==> src/rtl/cop_ready_pkg.sv <==
package cop_ready_pkg;

  // Strobes from the control FSM to the datapath.
  typedef struct packed {
    logic cycleStart;  // accept: capture direction, clear the wait counter
    logic waitStep;    // advance the wait counter by one
  } ctlStrobes_t;

  typedef enum logic [1:0] {
    ST_IDLE = 2'd0,
    ST_WAIT = 2'd1,
    ST_TERM = 2'd2
  } cycState_t;

endpackage

==> src/rtl/cop_ready_datapath.sv <==
module cop_ready_datapath
  import cop_ready_pkg::*;
#(
  parameter int ADDR_W = 32,
  parameter logic [ADDR_W-1:0] PORT_A = 32'h800000F8,
  parameter logic [ADDR_W-1:0] PORT_B = 32'h800000FC,
  parameter int WR_WAITS = 0,
  parameter int RD_WAITS = 1
) (
  input  logic              clk,
  input  logic              rst,
  input  logic [ADDR_W-1:0] busAddr,
  input  logic              ioCycle,
  input  logic              writeCycle,
  input  ctlStrobes_t       ctl,
  output logic              hit,
  output logic              zeroWait,
  output logic              lastWait
);

  localparam int NPORT = 2;
  localparam int MAX_WAITS = (WR_WAITS > RD_WAITS) ? WR_WAITS : RD_WAITS;
  localparam int CNT_W = (MAX_WAITS < 2) ? 1 : $clog2(MAX_WAITS + 1);
  localparam logic [ADDR_W-1:0] PORT_TABLE [NPORT] = '{PORT_A, PORT_B};

  logic [NPORT-1:0] portHit;
  logic [CNT_W-1:0] waitCnt;
  logic             dirWrite;
  int               curWaits;

  // Address decode, one comparator per port.
  for (genvar g = 0; g < NPORT; g++) begin : gPortCmp
    assign portHit[g] = (busAddr == PORT_TABLE[g]);
  end

  assign hit      = ioCycle && (|portHit);
  assign zeroWait = ((writeCycle ? WR_WAITS : RD_WAITS) == 0);

  always_ff @(posedge clk) begin
    if (rst) begin
      waitCnt  <= '0;
      dirWrite <= 1'b0;
    end else if (ctl.cycleStart) begin
      waitCnt  <= '0;
      dirWrite <= writeCycle;
    end else if (ctl.waitStep) begin
      waitCnt  <= waitCnt + 1'b1;
    end
  end

  assign curWaits = dirWrite ? WR_WAITS : RD_WAITS;
  assign lastWait = ((32'(waitCnt) + 32'd1) == 32'(curWaits));

endmodule

==> src/rtl/cop_ready_control.sv <==
module cop_ready_control
  import cop_ready_pkg::*;
#(
  parameter int WR_WAITS = 0,
  parameter int RD_WAITS = 1
) (
  input  logic        clk,
  input  logic        rst,
  input  logic        adsN,
  input  logic        writeCycle,
  input  logic        hit,
  input  logic        zeroWait,
  input  logic        lastWait,
  output ctlStrobes_t ctl,
  output logic        busy,
  output logic        readyIntN
);

  cycState_t state, stateNext;
  logic accept;

  assign accept = (state == ST_IDLE) && !adsN && hit;

  always_comb begin
    ctl.cycleStart = accept;
    ctl.waitStep   = (state == ST_WAIT) && !lastWait;
    stateNext      = state;
    unique case (state)
      ST_IDLE: if (accept) stateNext = zeroWait ? ST_TERM : ST_WAIT;
      ST_WAIT: if (lastWait) stateNext = ST_TERM;
      ST_TERM: stateNext = ST_IDLE;
      default: stateNext = ST_IDLE;
    endcase
  end

  always_ff @(posedge clk) begin
    if (rst) state <= ST_IDLE;
    else     state <= stateNext;
  end

  assign busy      = (state != ST_IDLE);
  assign readyIntN = (state != ST_TERM);

  if (WR_WAITS == 0) begin : gWrChk

    wr_no_wait_chk: assert property (@(posedge clk) disable iff (rst)
      accept && writeCycle |=> !readyIntN);
  end

  if (RD_WAITS == 1) begin : gRdChk

    rd_one_wait_chk: assert property (@(posedge clk) disable iff (rst)
      accept && !writeCycle |=> readyIntN ##1 !readyIntN);
  end


  ready_single_chk: assert property (@(posedge clk) disable iff (rst)
    !readyIntN |=> readyIntN && !busy);


  decode_only_chk: assert property (@(posedge clk) disable iff (rst)
    $rose(busy) |-> $past(hit));


  no_restart_chk: assert property (@(posedge clk) disable iff (rst)
    busy && readyIntN |=> busy);

endmodule

==> src/rtl/cop_ready_gen.sv <==
module cop_ready_gen
  import cop_ready_pkg::*;
#(
  parameter int ADDR_W = 32,
  parameter logic [ADDR_W-1:0] PORT_A = 32'h800000F8,
  parameter logic [ADDR_W-1:0] PORT_B = 32'h800000FC,
  parameter int WR_CLKS = 2,
  parameter int RD_CLKS = 3
) (
  input  logic              clk,
  input  logic              rst,
  input  logic              statusEn,
  input  logic              adsN,
  input  logic              ioCycle,
  input  logic              writeCycle,
  input  logic [ADDR_W-1:0] busAddr,
  input  logic              otherReadyN,
  output logic              padEn,
  output logic              readyOutN,
  output logic              copCycle,
  output logic              bs16Hold,
  output logic              hostReadyN
);

  // A cycle lasts at least two clocks; the extra ones are wait states.
  localparam int WR_WAITS = (WR_CLKS > 2) ? WR_CLKS - 2 : 0;
  localparam int RD_WAITS = (RD_CLKS > 2) ? RD_CLKS - 2 : 0;

  ctlStrobes_t ctl;
  logic hit, zeroWait, lastWait, busy, readyIntN;

  cop_ready_datapath #(
    .ADDR_W(ADDR_W), .PORT_A(PORT_A), .PORT_B(PORT_B),
    .WR_WAITS(WR_WAITS), .RD_WAITS(RD_WAITS)
  ) u_dp (
    .clk(clk), .rst(rst), .busAddr(busAddr), .ioCycle(ioCycle),
    .writeCycle(writeCycle), .ctl(ctl), .hit(hit),
    .zeroWait(zeroWait), .lastWait(lastWait)
  );

  cop_ready_control #(
    .WR_WAITS(WR_WAITS), .RD_WAITS(RD_WAITS)
  ) u_ctl (
    .clk(clk), .rst(rst), .adsN(adsN), .writeCycle(writeCycle),
    .hit(hit), .zeroWait(zeroWait), .lastWait(lastWait),
    .ctl(ctl), .busy(busy), .readyIntN(readyIntN)
  );

  // Pad enables and the ready merge.
  assign padEn      = statusEn;
  assign readyOutN  = readyIntN;
  assign copCycle   = busy;
  assign bs16Hold   = statusEn && busy;
  assign hostReadyN = otherReadyN && (readyIntN || !statusEn);


  float_quiet_chk: assert property (@(posedge clk) disable iff (rst)
    !padEn |-> !bs16Hold && (hostReadyN == otherReadyN));

endmodule

==> config.mk <==
export PLATFORM = sky130hd
export DESIGN_NAME = cop_ready_gen
export DESIGN_NICKNAME = d
export VERILOG_FILES = /design/src/rtl/cop_ready_pkg.sv /design/src/rtl/cop_ready_datapath.sv /design/src/rtl/cop_ready_control.sv /design/src/rtl/cop_ready_gen.sv
export SDC_FILE = /design/constraint.sdc
export NUM_CORES = 1
export LEC_CHECK = 0
export ABC_AREA = 0
export BUFFER_PORTS_ARGS = -buffer_cell sky130_fd_sc_hd__buf_2
export CORE_AREA = 2 2 39 41
export CTS_BUF_LIST = sky130_fd_sc_hd__clkbuf_2 sky130_fd_sc_hd__clkbuf_4 sky130_fd_sc_hd__clkbuf_8
export DETAILED_ROUTE_END_ITERATION = 16
export DIE_AREA = 0 0 41 43
export PLACE_DENSITY = 0.63
export RECOVER_POWER = 50
export SETUP_SLACK_MARGIN = 0.1
export SYNTH_ARGS = -nofsm -noshare
export SYNTH_HDL_FRONTEND = slang
export SYNTH_SLANG_ARGS = --single-unit
==> constraint.sdc <==
create_clock -name clk -period 1.9 [get_ports clk]
set_clock_uncertainty 0.15 [all_clocks]
set_input_delay 0.475 -clock clk [delete_from_list [all_inputs] [get_ports clk]]
set_output_delay 0.475 -clock clk [all_outputs]
set_load 0.03 [all_outputs]
==> impl_metrics.ini, run 1 <==
[routing]
routed_wl_um = 874
drt_pre_antenna_iters = 2
routedWlPerCell_um = 8.918
drtIter0Drc = 1
drc = 0
vias_per_cell = 4.347
ant_nets = 0
vias = 426

[pwr]
finalPower_mw = 0.2463
vdd_drop_max_v = 0.0003614
p_int_mw = 0.1897
seq_power_share_pct = 34.3
power_frac_clock_pct = 41.2
power_switching_mw = 0.05663
powerDensity_nw_per_um2 = 417.9
power_frac_comb_pct = 24.5
leakage_nw = 0.2977
sw_frac_of_total_pct = 22.99

[final_layout]
nFillCells = 151
antenna_cells = 0
fin_nets = 123
seq_area_um2 = 80.08
syn_to_final_growth_pct = 91.46
multi_input_area_um2 = 242.7
drive_gt1_share_pct = 60.98

[yosys]
ys_seq_area_share_pct = 26.02
synth_top_area_cell = dfxtp_1
synth_flop_cell = dfxtp_1
syn_nets = 76
synth-async-reset-ratio_pct = 0
yosys-top-cells-count = nor2_1 (6), dfxtp_1 (4), inv_1 (3), nor4_1 (3)
synthCells = 37
synth_warnings = 0
synth_edf_count = 0
netlist.area_leader.share_pct = 26.02
avgSynthCellArea_um2 = 8.319
yosysMostFrequentCell = nor2_1
synth_area_leaders = dfxtp_1 (26%), nor2_1 (7.3%), nor4_4 (6.9%)
ys_ff_latch = 4
synth.distinct_cells = 21
synth_area_um2 = 307.8

[place]
place_congestion = 0.7708
place.port_buffers = 42
post-dp-hpwl_um = 787.3
post-place-ws_ns = -0.02084

[grt]
track_usage_pct = 11.75
grt_max_degree = 7
grt-ovfl-total = 0
grt_pass1_wl_mm = 1.428
antenna_found_initial = 0
first_global_vias = 417

[flow_run]
cap_violations = 0

[floorplanning]
die_x_um = 41
core_um2 = 1384
die-area_um2 = 1763
die_h_um = 43
ios = 44
start_util_pct = 22.24
rows = 14

[run_status]
status = finished, final reports clean

[timing]
tightest_slew_ns = 0.3644
slew_violations = 0
setup_ws_ns = 0.2047
finalSetupViolations = 0
hold_viol = 0
min_period_over_period_pct = 89.23
fin_hold_ws_ns = 0.3435
maxSlewHeadroom_pct = 75.81
max_clock_freq_mhz = 589.9
grt_setup_unrepaired = no
fin_crit_ns = 1.695

[clock_network]
clk_latency_ns = 0.23
ctsHoldBuffers = 0
cts_root_buffer = clkbuf_4
path_clk_slew_ns = 0.03
cts_resized = 0
clockBufferDepth = 2
cts_post_setup_buffers_inserted = 0
htreeDepth = 1
cts.sinks = 4
cts_tree = yes
cts_buffers = 3

[critical_path]
crit_chain = nor2_1 -> nor2_1 -> clkbuf_1
cpMostUsedCell = nor2_1
slowest_stage = dfxtp_1
cp.required_ns = 1.27
slowest_delay_ns = 0.36
cp.arrival_ns = 1.07
r2r_slack_ns = 0.37
worstSetupPathType = reg -> out
critPathMaxFanout = 5
start_kind = register
critPathCaptureType = output port

[min_path]
hp-class = in -> reg
## final cells by class
cell class                      count  share of cell area (%)
Tap cell                           16                   3.397
Timing Repair Buffer               43                   36.09
Multi-Input combinational cell     29                   41.19
Inverter                            3                   1.911
Sequential cell                     4                   13.59
Clock buffer                        3                   3.822
## state kept, by name, indices dropped and copies added, names as in the netlist
| signal | cells |
|---|---|
| u_ctl.state | 2 |
| u_dp.dirWrite | 1 |
| u_dp.waitCnt | 1 |
## cell usage in the layout (no fill, tap or decap), drive strengths merged
master  synthesis  layout
nor2            6       6
nor3            2       2
a21o            1       1
nor3b           2       2
xnor2           1       1
nand2b          1       1
nand3           1       1
nand4           2       2
inv             3       3
nor2b           2       2
o21a            1       1
a22o            1       1
nor4b           1       1
dfxtp           4       4
buf             1      39
and3            1       1
mux2            1       1
nor4            5       5
nand4b          1       1
clkbuf          0       7
## worst paths after layout
check                              startpoint                         end  cells past startpoint
hold reg to reg     u_dp.waitCnt$_SDFFE_PP0P_   u_dp.waitCnt$_SDFFE_PP0P_                      2
hold / removal                            rst   u_dp.waitCnt$_SDFFE_PP0P_                      2
setup / recovery  u_ctl.state[0]$_SDFFE_PP0P_                    bs16Hold                      3
setup reg to reg  u_ctl.state[0]$_SDFFE_PP0P_  u_dp.dirWrite$_SDFFE_PP0P_                      4
## power by group through the flow
stage	Sequential [mW]	Clock, mW	Combinational, mW
after detailed placement	0.0857	0	0.0612
after CTS	0.0844	0.108	0.0615
after global placement	0.0857	0	0.0599
final	0.0845	0.101	0.0604
after global routing	0.0843	0.114	0.0670
after floorplan	0.0857	0	0.0169
## cells by family (layout without fill, tap and decap cells)
logic type / Yosys count / after routing / share of synthesized area, %
multiplexers: 1 / 1 / 4.877
AO/OA/AOI/OAI: 3 / 3 / 8.132
XOR/XNOR: 1 / 1 / 2.846
buffers and inverters: 4 / 49 / 6.098
AND/OR/NAND/NOR: 24 / 24 / 52.03
flip-flops: 4 / 4 / 26.02
## metal layers
layer | up-vias | wire, um | track usage [%]
met5 | - | 0 | 0
li1 | 230 | - | -
met3 | 0 | 97 | 6.283
met1 | 172 | 373 | 12.22
met2 | 24 | 402 | 20.94
met4 | 0 | 0 | 0
## worst max-delay path, delay by kind of cell (launching register included)
| kind | cells | cell delay, ns |
|---|---|---|
| flip-flops | 1 | 0.36 |
| AND/OR/NAND/NOR | 2 | 0.17 |
| buffers and inverters | 1 | 0.31 |
## per-stage QoR
step                 TNS [ns]  cells  utilization [%]  area, um2
floorplan                   0     37                -      341.6
global placement    -0.004034     95            41.32      571.8
detailed placement   -0.02084     95            41.32      571.8
CTS                         0     98            42.95      594.3
global route                0     98            42.59      589.3
finish                      0     98            42.59      589.3
No activity file was read; power rests on OpenSTA's default activity.
==> inputs of run 2 (changes only) <==
--- a/config.mk
+++ b/config.mk
@@ -9,6 +9,7 @@
 export BUFFER_PORTS_ARGS = -buffer_cell sky130_fd_sc_hd__buf_2
 export CORE_AREA = 2 2 39 41
 export CTS_BUF_LIST = sky130_fd_sc_hd__clkbuf_2 sky130_fd_sc_hd__clkbuf_4 sky130_fd_sc_hd__clkbuf_8
+export CTS_CLUSTER_DIAMETER = 30
 export DETAILED_ROUTE_END_ITERATION = 16
 export DIE_AREA = 0 0 41 43
 export PLACE_DENSITY = 0.63
@@ -16,4 +17,5 @@
 export SETUP_SLACK_MARGIN = 0.1
 export SYNTH_ARGS = -nofsm -noshare
 export SYNTH_HDL_FRONTEND = slang
+export SYNTH_HIERARCHICAL = 1
 export SYNTH_SLANG_ARGS = --single-unit
==> run 2 against run 1 <==
Against the previous run:
- synthesized cell count rose by 2.7%
- hold slack lost 0.026 ns
- critical path depth is 3 higher
- clock power increased by 4%
- non-clock buffer count grew 2
- global-route usage rose by 1.8 points
- first-iteration DRC count decreased by 100%
- routed wire length grew 25%
- die area stayed put
- critical endpoint is now u_ctl/state[0]$_SDFFE_PP0P_
- highest routed layer unchanged
==> impl_metrics.ini, run 2 <==
[run_status]
status = finished, final reports clean

[routing]
drc = 0
routed_wl_mm = 1.095
vias_per_cell = 4.697
routedWlPerCell_um = 11.06
drt_pre_antenna_iters = 1
drtIter0Drc = 0
vias = 465
ant_nets = 0

[final_layout]
final_cell_mix = buf_2 (31), buf_6 (6), clkbuf_4 (5), nor2_1 (5), nor4_4 (4)
syn_to_final_growth_pct = 121.8
antenna_cells = 0
largest_reg_flops = 2
post-route-util_pct = 50.54
drive_gt1_share_pct = 71.08
largest_register = u_ctl/state
final_common_cell = buf_2
largest_registers = u_ctl/state (2), u_dp/dirWrite (1), u_dp/waitCnt (1)
fin_nets = 124

[clock_network]
ctsHoldBuffers = 0
clk_latency_ns = 0.23
cts_buffers = 3
htreeDepth = 1
cts_root_buffer = clkbuf_4
cts.sinks = 4
clockBufferDepth = 2
path_clk_slew_ns = 0.04
cts_tree = yes

[yosys]
synth_top_area_cell = dfxtp_1
synthCells = 38
avgSynthCellArea_um2 = 8.297
synth_flop_cell = dfxtp_1
synth.distinct_cells = 22
synth_area_um2 = 315.3
synth_edf_count = 0
ys_seq_area_share_pct = 25.40
synth_area_leaders = dfxtp_1 (25%), nor4_1 (7.9%), nor4_2 (7.9%)
synth-async-reset-ratio_pct = 0
yosys-top-cells-count = nor2_1 (5), dfxtp_1 (4), nor4_1 (4)
syn_nets = 77
synth_warnings = 6
yosysMostFrequentCell = nor2_1
netlist.area_leader.share_pct = 25.40
ys_ff_latch = 4

[floorplanning]
core_um2 = 1384
die_x_um = 41
die-area_um2 = 1763
die_h_um = 43
ios = 44
start_util_pct = 22.78
rows = 14

[critical_path]
critPathBufInv = 1
cp.depth = 6
start_kind = primary input
r2r-end = u_dp/dirWrite$_SDFFE_PP0P_
r2r_slack_ns = 0.54
slowest_stage = or4b_4
slowest_delay_ns = 0.49
critPathCaptureType = register
cp.arrival_ns = 1.90
worstRegToRegCells = 4
cp_top_family = simple AND/OR/NAND/NOR gates
reg2reg_from = u_ctl/state[1]$_SDFFE_PP0P_
crit_chain = buf_6 -> nor4_4 -> nand2_1 -> nor4_2 -> or4b_4 -> a211oi_2
worstSetupPathType = in -> reg
cp.required_ns = 1.90
critPathMaxFanout = 2

[grt]
first_global_vias = 450
antenna_found_initial = 0
grt-ovfl-total = 0
grt_pass1_wl_mm = 1.635
track_usage_pct = 13.55
grt_max_degree = 7

[place]
post-dp-hpwl_um = 875.4
post-place-ws_ns = -0.2686
place.port_buffers = 42
place_congestion = 0.6722

[timing]
tightest_slew_ns = 0.3723
setup_ws_ns = 0.006315
fin_crit_ns = 1.894
min_period_over_period_pct = 99.67
slew_violations = 0
maxSlewHeadroom_pct = 75.29
hold_viol = 0
max_clock_freq_mhz = 528.1
grt_setup_unrepaired = yes
finalSetupViolations = 0

[pwr]
leakage_nw = 0.2998
power_frac_clock_pct = 39.7
powerDensity_nw_per_um2 = 377.1
sw_frac_of_total_pct = 24.87
vdd_drop_max_v = 0.0002313
power_switching_mw = 0.06559
seq_power_share_pct = 32.0
power_frac_comb_pct = 28.3
p_int_mw = 0.1982

[min_path]
hp-class = in -> reg
hp-start = rst
min_to = u_ctl/state[1]$_SDFFE_PP0P_
hold_depth = 2

[flow_run]
cap_violations = 0
[run 2: final cells by class]
| class | count | area [um2] |
|---|---|---|
| fillers | 137 | 684.4 |
| multi-input cells | 30 | 300.3 |
| repair buffers | 45 | 271.5 |
| flip-flops and latches | 4 | 81.33 |
| clock buffers | 3 | 22.52 |
| well taps | 16 | 20.02 |
| inverters | 1 | 3.754 |
[run 2: power groups by stage]
stage                     sequential (mW)  combinational, mW  clock (mW)
after floorplan                    0.0857             0.0147           0
after global placement             0.0857             0.0556           0
after detailed placement           0.0857             0.0568           0
after global routing               0.0843             0.0810       0.116
after CTS                          0.0844             0.0612       0.110
final                              0.0844             0.0746       0.105
[run 2: worst max path at each step]
stage	start	to	slack (ns)
floorplan	busAddr[16]	u_ctl/state[0]$_SDFFE_PP0P_	-0.05
CTS	busAddr[20]	u_ctl/state[0]$_SDFFE_PP0P_	-0.009
detailed placement	busAddr[16]	u_dp/dirWrite$_SDFFE_PP0P_	-0.27
global route	busAddr[14]	u_ctl/state[0]$_SDFFE_PP0P_	-0.06
global placement	busAddr[8]	u_dp/dirWrite$_SDFFE_PP0P_	-0.23
finish	busAddr[13]	u_ctl/state[0]$_SDFFE_PP0P_	0.006
[run 2: through the flow]
stage | hold slack, ns | instances | power [mW] | cell area, um2 | setup TNS, ns
floorplan | 0.3093 | 38 | 0.1004 | 345.3 | -0.05481
global placement | 0.3283 | 95 | 0.1413 | 568.0 | -0.6770
detailed placement | 0.3403 | 95 | 0.1425 | 568.0 | -0.8330
CTS | 0.3146 | 98 | 0.2559 | 628.1 | -0.009495
global route | 0.3255 | 99 | 0.2817 | 699.4 | -0.1207
finish | 0.3179 | 99 | 0.2638 | 699.4 | 0
[run 2: kinds of logic (layout without fill, tap and decap cells)]
family | count (synthesis) | after routing | synth area share (%)
AOI/OAI and AO/OA | 3 | 3 | 8.731
DFF | 4 | 4 | 25.40
muxes | 1 | 1 | 3.175
xor gates and xnor gates | 1 | 1 | 2.778
buffers and inverters | 4 | 49 | 8.332
and+or+nand+nor | 25 | 25 | 51.59
[run 2: repair_timing]
| item | in CTS | in global routing |
|---|---|---|
| buffers inserted | 0 | 1 |
| hold endpoints to repair | 0 | 0 |
| pin swaps | 4 | 6 |
| resized for setup | 8 | 11 |
| endpoints found under the setup margin | 4 | 6 |
[run 2: metal layers]
layer	up-vias	routed length [um]	share of wire [%]	global-route usage (%)
met5	-	0	0	0
met4	0	0	0	2.000
met3	0	138	13	9.424
met2	34	597	55	22.19
met1	200	359	33	13.83
li1	231	-	-	-
